==> src/rtl/lrr_pkg.sv <==
package lrr_pkg;

    localparam int ADDR_W     = 12;
    localparam int DATA_W     = 32;
    localparam int CODE_W     = 16;
    localparam int STAT_W     = 5;
    localparam int CORE_BITS  = 4;
    localparam int TIMING_BIT = 4;
    localparam int NSTEP      = 19;
    localparam int STEP_W     = $clog2(NSTEP + 1);

    localparam logic [CODE_W-1:0] AC_SERDES   = 16'h0001;
    localparam logic [CODE_W-1:0] AC_SLIP     = 16'h000E;
    localparam logic [CODE_W-1:0] AC_LOOPBACK = 16'h0008;

    localparam logic [1:0] ERR_NONE   = 2'd0;
    localparam logic [1:0] ERR_CORE   = 2'd1;
    localparam logic [1:0] ERR_TIMING = 2'd2;

    typedef enum logic [3:0] {
        K_ATTR, K_CLK_ALT_ON, K_REFSEL, K_CLK_ALT_OFF, K_ANA,
        K_WRITE, K_RELEASE, K_POLL_CORE, K_POLL_TIMING, K_END
    } kind_e;

    typedef enum logic [2:0] {
        S_IDLE, S_ISSUE, S_WAIT_WR, S_WAIT_ATTR, S_POLL, S_FIN
    } state_e;

    typedef struct packed {
        kind_e               kind;
        logic [ADDR_W-1:0]   addr;
        logic [DATA_W-1:0]   data;
        logic [CODE_W-1:0]   code;
    } step_t;

    function automatic step_t mk(input kind_e k, input logic [ADDR_W-1:0] a,
                                 input logic [DATA_W-1:0] d, input logic [CODE_W-1:0] c);
        step_t s;
        s.kind = k;
        s.addr = a;
        s.data = d;
        s.code = c;
        return s;
    endfunction

    // Recipe decoded from the step index; mode only alters the 0x40B value
    function automatic step_t recipe(input logic [STEP_W-1:0] idx, input logic sim);
        case (idx)
            5'd0:    return mk(K_ATTR, '0, 32'd0, AC_SERDES);
            5'd1:    return mk(K_CLK_ALT_ON, '0, '0, '0);
            5'd2:    return mk(K_REFSEL, '0, '0, '0);
            5'd3:    return mk(K_CLK_ALT_OFF, '0, '0, '0);
            5'd4:    return mk(K_ANA, '0, '0, '0);
            5'd5:    return mk(K_WRITE, 12'h40B, sim ? 32'h027E01E0 : 32'h9FFE01E0, '0);
            5'd6:    return mk(K_WRITE, 12'h30E, 32'h00000083, '0);
            5'd7:    return mk(K_WRITE, 12'h30D, 32'h00000008, '0);
            5'd8:    return mk(K_WRITE, 12'h350, 32'h003F1002, '0);
            5'd9:    return mk(K_WRITE, 12'h255, 32'h00000002, '0);
            5'd10:   return mk(K_WRITE, 12'h04C, 32'h00000003, '0);
            5'd11:   return mk(K_WRITE, 12'h084, 32'h00000084, '0);
            5'd12:   return mk(K_ATTR, '0, 32'd0, AC_SLIP);
            5'd13:   return mk(K_ATTR, '0, 32'd1, AC_SERDES);
            5'd14:   return mk(K_ATTR, '0, 32'd1, AC_LOOPBACK);
            5'd15:   return mk(K_RELEASE, '0, '0, '0);
            5'd16:   return mk(K_POLL_CORE, '0, '0, '0);
            5'd17:   return mk(K_POLL_TIMING, '0, '0, '0);
            default: return mk(K_END, '0, '0, '0);
        endcase
    endfunction

endpackage

==> src/rtl/lrr_wr_master.sv <==
module lrr_wr_master import lrr_pkg::*; (
    input  logic              clk,
    input  logic              rst,
    input  logic              go,
    input  logic [ADDR_W-1:0] addr_in,
    input  logic [DATA_W-1:0] data_in,
    input  logic              waitreq,
    output logic [ADDR_W-1:0] addr,
    output logic [DATA_W-1:0] wdata,
    output logic              write,
    output logic              fin
);
    always_ff @(posedge clk) begin
        if (rst) begin
            write <= 1'b0;
            addr  <= '0;
            wdata <= '0;
        end else if (go) begin
            write <= 1'b1;
            addr  <= addr_in;
            wdata <= data_in;
        end else if (write && !waitreq) begin
            write <= 1'b0;
        end
    end

    assign fin = write & ~waitreq;

    assert_write_held_R6: assert property (@(posedge clk) disable iff (rst)
        (write && waitreq) |=> (write && $stable(addr) && $stable(wdata)));
endmodule

==> src/rtl/lrr_attr_master.sv <==
module lrr_attr_master import lrr_pkg::*; (
    input  logic              clk,
    input  logic              rst,
    input  logic              go,
    input  logic [CODE_W-1:0] code_in,
    input  logic [CODE_W-1:0] data_in,
    input  logic              cmd_done,
    output logic [CODE_W-1:0] code,
    output logic [CODE_W-1:0] data,
    output logic              req,
    output logic              fin
);
    always_ff @(posedge clk) begin
        if (rst) begin
            req  <= 1'b0;
            code <= '0;
            data <= '0;
        end else if (go) begin
            req  <= 1'b1;
            code <= code_in;
            data <= data_in;
        end else if (req && cmd_done) begin
            req <= 1'b0;
        end
    end

    assign fin = req & cmd_done;

    assert_cmd_held_R7: assert property (@(posedge clk) disable iff (rst)
        (req && !cmd_done) |=> (req && $stable(code) && $stable(data)));
endmodule

==> src/rtl/lrr_poll_timer.sv <==
module lrr_poll_timer #(
    parameter int TMO_W = 24
) (
    input  logic             clk,
    input  logic             rst,
    input  logic             go,
    input  logic             cond,
    input  logic [TMO_W-1:0] limit,
    output logic             hit,
    output logic             expire
);
    logic             active;
    logic [TMO_W-1:0] cnt;

    always_ff @(posedge clk) begin
        if (rst) begin
            active <= 1'b0;
            cnt    <= '0;
        end else if (go) begin
            active <= 1'b1;
            cnt    <= '0;
        end else if (active) begin
            if (hit || expire) active <= 1'b0;
            else               cnt    <= cnt + 1'b1;
        end
    end

    assign hit    = active & cond;
    assign expire = active & ~cond & (cnt >= limit);
endmodule

==> src/rtl/link_rate_reseq.sv <==
module link_rate_reseq import lrr_pkg::*; #(
    parameter int TMO_W = 24
) (
    input  logic              clk,
    input  logic              rst,
    input  logic              start,
    input  logic              sim_mode,
    input  logic [TMO_W-1:0]  poll_limit,
    output logic [ADDR_W-1:0] reg_addr,
    output logic [DATA_W-1:0] reg_wdata,
    output logic              reg_write,
    input  logic              reg_waitreq,
    output logic [CODE_W-1:0] attr_code,
    output logic [CODE_W-1:0] attr_data,
    output logic              attr_req,
    input  logic              attr_done,
    output logic              tx_rst_n,
    output logic              rx_rst_n,
    output logic              ctrl_clk_alt,
    output logic              refclk_sel,
    output logic              ana_rst,
    input  logic [STAT_W-1:0] link_status,
    output logic              train_en,
    output logic              done,
    output logic              error,
    output logic [1:0]        err_code
);
    state_e             state;
    logic [STEP_W-1:0]  step;
    step_t              cur;
    logic               rst_hold;
    logic               wr_go, wr_fin, at_go, at_fin;
    logic               poll_go, poll_cond, poll_hit, poll_expire;

    assign cur       = recipe(step, sim_mode);
    assign wr_go     = (state == S_ISSUE) && (cur.kind == K_WRITE);
    assign at_go     = (state == S_ISSUE) && (cur.kind == K_ATTR);
    assign poll_go   = (state == S_ISSUE) &&
                       ((cur.kind == K_POLL_CORE) || (cur.kind == K_POLL_TIMING));
    assign poll_cond = (cur.kind == K_POLL_CORE) ? (&link_status[CORE_BITS-1:0])
                                                 : link_status[TIMING_BIT];
    assign tx_rst_n  = ~rst_hold;
    assign rx_rst_n  = ~rst_hold;

    lrr_wr_master u_wr (
        .clk(clk), .rst(rst), .go(wr_go), .addr_in(cur.addr), .data_in(cur.data),
        .waitreq(reg_waitreq), .addr(reg_addr), .wdata(reg_wdata),
        .write(reg_write), .fin(wr_fin)
    );

    lrr_attr_master u_attr (
        .clk(clk), .rst(rst), .go(at_go), .code_in(cur.code),
        .data_in(cur.data[CODE_W-1:0]), .cmd_done(attr_done),
        .code(attr_code), .data(attr_data), .req(attr_req), .fin(at_fin)
    );

    lrr_poll_timer #(.TMO_W(TMO_W)) u_poll (
        .clk(clk), .rst(rst), .go(poll_go), .cond(poll_cond), .limit(poll_limit),
        .hit(poll_hit), .expire(poll_expire)
    );

    always_ff @(posedge clk) begin
        if (rst) begin
            state        <= S_IDLE;
            step         <= '0;
            rst_hold     <= 1'b0;
            ctrl_clk_alt <= 1'b0;
            refclk_sel   <= 1'b0;
            ana_rst      <= 1'b0;
            train_en     <= 1'b0;
            done         <= 1'b0;
            error        <= 1'b0;
            err_code     <= ERR_NONE;
        end else begin
            ana_rst <= 1'b0;
            case (state)
                S_IDLE, S_FIN: begin
                    if (start) begin
                        step     <= '0;
                        state    <= S_ISSUE;
                        rst_hold <= 1'b1;
                        train_en <= 1'b0;
                        done     <= 1'b0;
                        error    <= 1'b0;
                        err_code <= ERR_NONE;
                    end
                end
                S_ISSUE: begin
                    case (cur.kind)
                        K_WRITE:       state <= S_WAIT_WR;
                        K_ATTR:        state <= S_WAIT_ATTR;
                        K_POLL_CORE:   state <= S_POLL;
                        K_POLL_TIMING: begin
                            train_en <= 1'b1;
                            state    <= S_POLL;
                        end
                        K_CLK_ALT_ON: begin
                            if (!sim_mode) ctrl_clk_alt <= 1'b1;
                            step <= step + 1'b1;
                        end
                        K_REFSEL: begin
                            refclk_sel <= 1'b1;
                            step       <= step + 1'b1;
                        end
                        K_CLK_ALT_OFF: begin
                            ctrl_clk_alt <= 1'b0;
                            step         <= step + 1'b1;
                        end
                        K_ANA: begin
                            ana_rst <= 1'b1;
                            step    <= step + 1'b1;
                        end
                        K_RELEASE: begin
                            rst_hold <= 1'b0;
                            step     <= step + 1'b1;
                        end
                        default: begin
                            done  <= 1'b1;
                            state <= S_FIN;
                        end
                    endcase
                end
                S_WAIT_WR: begin
                    if (wr_fin) begin
                        step  <= step + 1'b1;
                        state <= S_ISSUE;
                    end
                end
                S_WAIT_ATTR: begin
                    if (at_fin) begin
                        step  <= step + 1'b1;
                        state <= S_ISSUE;
                    end
                end
                S_POLL: begin
                    if (poll_hit) begin
                        step  <= step + 1'b1;
                        state <= S_ISSUE;
                    end else if (poll_expire) begin
                        error    <= 1'b1;
                        err_code <= (cur.kind == K_POLL_CORE) ? ERR_CORE : ERR_TIMING;
                        state    <= S_FIN;
                    end
                end
                default: state <= S_IDLE;
            endcase
        end
    end

    assert_resets_held_R1: assert property (@(posedge clk) disable iff (rst)
        (reg_write || attr_req) |-> (!tx_rst_n && !rx_rst_n));

    assert_refsel_order_R3: assert property (@(posedge clk) disable iff (rst)
        $rose(refclk_sel) |-> (ctrl_clk_alt || sim_mode));

    assert_train_released_R8: assert property (@(posedge clk) disable iff (rst)
        train_en |-> (tx_rst_n && rx_rst_n));

    assert_done_after_train_R9: assert property (@(posedge clk) disable iff (rst)
        $rose(done) |-> train_en);

    assert_outcome_exclusive_R10: assert property (@(posedge clk) disable iff (rst)
        !(done && error));

    assert_error_sticky_R10: assert property (@(posedge clk) disable iff (rst)
        (error && !start) |=> (error && $stable(err_code)));
endmodule

==> config.mk <==
export PLATFORM = sky130hd
export DESIGN_NAME = link_rate_reseq
export DESIGN_NICKNAME = d
export VERILOG_FILES = /design/src/rtl/lrr_pkg.sv /design/src/rtl/lrr_wr_master.sv /design/src/rtl/lrr_attr_master.sv /design/src/rtl/lrr_poll_timer.sv /design/src/rtl/link_rate_reseq.sv
export SDC_FILE = /design/constraint.sdc
export NUM_CORES = 1
export LEC_CHECK = 0
export BUFFER_PORTS_ARGS = -buffer_cell sky130_fd_sc_hd__buf_2
export CAP_MARGIN = 20
export CORE_ASPECT_RATIO = 1.2
export CORE_MARGIN = 3
export CORE_UTILIZATION = 54
export DETAILED_ROUTE_END_ITERATION = 10
export GPL_ROUTABILITY_DRIVEN = 0
export GPL_TIMING_DRIVEN = 0
export PLACE_DENSITY = 0.82
export SLEW_MARGIN = 40
export SYNTH_ARGS = -nofsm -noshare
export SYNTH_HDL_FRONTEND = slang
export SYNTH_SLANG_ARGS = --single-unit
export TNS_END_PERCENT = 100
==> constraint.sdc <==
create_clock -name clk -period 3.8 [get_ports clk]
set_input_delay 0.38 -clock clk [delete_from_list [all_inputs] [get_ports clk]]
set_output_delay 0.38 -clock clk [all_outputs]
set_load 0.02 [all_outputs]
==> results_dict.tcl <==
set metrics [dict create \
    outcome "complete, no violations" \
    period_needed_ns 3.47 \
    core_um2 8380 \
    num-fill-cells 740 \
    antenna_found_initial 0 \
    ys.flop_type "dfxtp_1" \
    vias_per_cell 5.64 \
    vias 4851 \
    period_share 0.914 \
    synth.area.mux_share 0.0107 \
    cts_root_buffer "clkbuf_8" \
    grt_pass1_vias 4627 \
    final_cell_mix "buf_2, dfxtp_1, nand2_1, a21oi_1, buf_4" \
    start_util 0.570 \
    grt_use_total 0.249 \
    ys_seq_elements 71 \
    io_pins 123 \
    crit_chain "ha_1 -> buf_2 -> and3_1 -> ha_1 -> nor2_1 -> o21ai_0 -> o21a_1 -> a21boi_1 -> or3_1 -> buf_2 -> clkbuf_1 -> nor3_1 -> mux2i_1" \
    hold_viol 0 \
    wirelength_mm 12.6 \
    grt_overflow 0 \
    drv_cap 0 \
    critPathKind "reg -> reg" \
    synth_compound_area_frac 0.208 \
    syn_inst 609 \
    hold_class "in -> reg" \
    setup_viol_count_final 0 \
    dp_worst_setup_slack_ns 0.392 \
    swShare 0.353 \
    post_drt_wl_per_cell_um 14.6 \
    hold_buffers 0 \
    drive_gt1_frac 0.255 \
    clock.fmax_ghz 0.288 \
    clkSlewWorstSetupHoldPaths_ns 0.07 \
    grt_pass1_wl_mm 20.5 \
    drt_iter0_markers 259 \
    relSlewSlack 0.466 \
    layout_commonest_cell "buf_2" \
    synth_top_family_by_area "simple AND/OR/NAND/NOR gates" \
    ff_latch_area_um2 1420 \
    combPwrFrac 0.329 \
    vdd_drop_max_mv 0.239 \
    rsz0062_at_grt "false" \
    drcViolationCount 0 \
    synthArstFlopShare 0 \
    synthDistinctLibCells 67 \
    cp_max_fo 10 \
    layout_setup_ws_ns 0.327 \
    clock_power_share 0.321 \
    p_sw_uw 835 \
    grt_start_max_net_pins 13 \
    nNetsFinal 806 \
    p_leak_nw 2.64 \
    internal-power_mw 1.53 \
    power_per_cell_area_nw_per_um2 411 \
    yosys.area_share.adder 0.0785 \
    skew_ns 0.00900 \
    worst_slew_pin_slew_ns 0.796 \
    crit_arrival_ns 3.76 \
    worst_setup_path_end_kind "flop" \
    clk_latency_ns 0.35 \
    cp_slowest_cell "dfxtp_1" \
    die_y_um 109 \
    first_pass_iters 5 \
    seq_area_frac_synth 0.297 \
    synthSimpleGateAreaFrac 0.266 \
    reg2regPathDepth 13 \
    cts.path.max_buffers 2 \
    cts_sinks 71 \
    p_seq_frac 0.350 \
    cts_made_buffers 9 \
    num_antenna_cells 0 \
    slew_viol_final 0 \
    ctsResizeCount 0 \
    ant_nets 0 \
    crit_required_ns 4.09 \
    whs_path_depth 3 \
    netlist_area_um2 4780 \
    synth_xor_area_frac 0.00366 \
    fp-row-count 36 \
    multi_input_area_um2 2820 \
    post-cts-setup-buffers 0 \
    dieArea_um2 10000 \
    portBuffers 92 \
    synth.yosys.warnings 0 \
    h-tree-depth 3 \
    fin_tns_setup_ns 0 \
    synth_edf_count 0 \
    die_w_um 91.9 \
    max_stage_delay_ns 0.43 \
    cts_tree "built" \
    critPathLaunchType "flop" \
    dpl.hpwl_mm 9.72 \
    syn_avg_cell_area_um2 7.85 \
    area_delta_synth_final_pct 20.2 \
]
## per-stage QoR
step	cells	instance area (um^2)	util	hold WS, ns	power [mW]
after floorplan	638	4890	-	0.446	1.40
after global placement	844	5490	0.655	0.436	1.58
after detailed placement	844	5490	0.655	0.439	1.60
after CTS	860	5750	0.686	0.279	2.36
after global routing	860	5750	0.686	0.312	2.49
final	860	5750	0.686	0.287	2.36
## registers in the layout, summed over array words and instances (netlist names), 2 cells and up
name	cells
step	5
state	3
u_attr.data	7
err_code	2
u_wr.addr	8
u_wr.wdata	9
u_attr.code	3
u_poll.cnt	24
## path summary, 6_finish.rpt
path,to,from,slack [ns]
max,u_poll.cnt[23],step[0],0.33
min,u_wr.write,reg_waitreq,0.29
max reg2reg,u_poll.cnt[23],step[0],0.33
min reg2reg,done,done,0.45
## final cells by class
cell class	count	share of cell area
multi-input combinational	452	0.491
buffer	80	0.0893
inverter	35	0.0229
timing repair buffer	92	0.0801
clock inverter	5	0.0181
sequential	71	0.247
tap	114	0.0248
clock buffer	11	0.0263
## kinds of logic (layout without fill, tap and decap cells)
family / Yosys count / in the layout
other: 1 / 30
buffers and inverters: 115 / 223
XOR/XNOR: 2 / 2
AND/OR/NAND/NOR: 237 / 237
flip-flops: 71 / 71
AO/OA/AOI/OAI: 148 / 148
multiplexers: 5 / 5
adder cells (fa/ha/maj): 30 / 30
## routing by layer
metal | track usage | wire (um)
met1 | 0.259 | 4790
met2 | 0.482 | 6870
met3 | 0.0442 | 668
met4 | 0.114 | 272
met5 | 0 | 0
## Yosys cell counts (5+ instances only)
library cell	n	area share
dfxtp_1	71	0.30
a21oi_1	60	0.063
nand2_1	60	0.047
buf_4	51	0.080
inv_1	35	0.027
nor2_1	33	0.026
ha_1	30	0.079
nand3_1	23	0.024
o31ai_1	19	0.030
or4_1	19	0.030
nor3_1	17	0.018
clkbuf_1	16	0.013
nand2b_1	16	0.021
o21ai_0	15	0.016
and2_1	14	0.018
buf_2	11	0.012
or3_1	11	0.014
nand4_1	10	0.013
a211oi_1	6	0.0094
a21o_1	5	0.0079
and3_1	5	0.0065
and4_1	5	0.0092
nor3b_1	5	0.0079
o21a_1	5	0.0079
or2_2	5	0.0065
## power by group through the flow
stage	sequential, mW	clock (mW)	combinational, mW
after floorplan	0.847	0	0.557
after global placement	0.839	0	0.736
after detailed placement	0.842	0	0.755
after CTS	0.825	0.769	0.764
after global routing	0.832	0.792	0.861
final	0.827	0.759	0.779
## critical path: cells and delay by family (launching register included)
| kind | cells | cell delay (ns) |
|---|---|---|
| AND/OR/NAND/NOR | 4 | 0.92 |
| buffers and inverters | 3 | 0.68 |
| AO/OA/AOI/OAI | 3 | 0.64 |
| adder cells (fa/ha/maj) | 2 | 0.53 |
| flip-flops | 1 | 0.43 |
| multiplexers | 1 | 0.20 |
(Power assumes the default switching activity.)
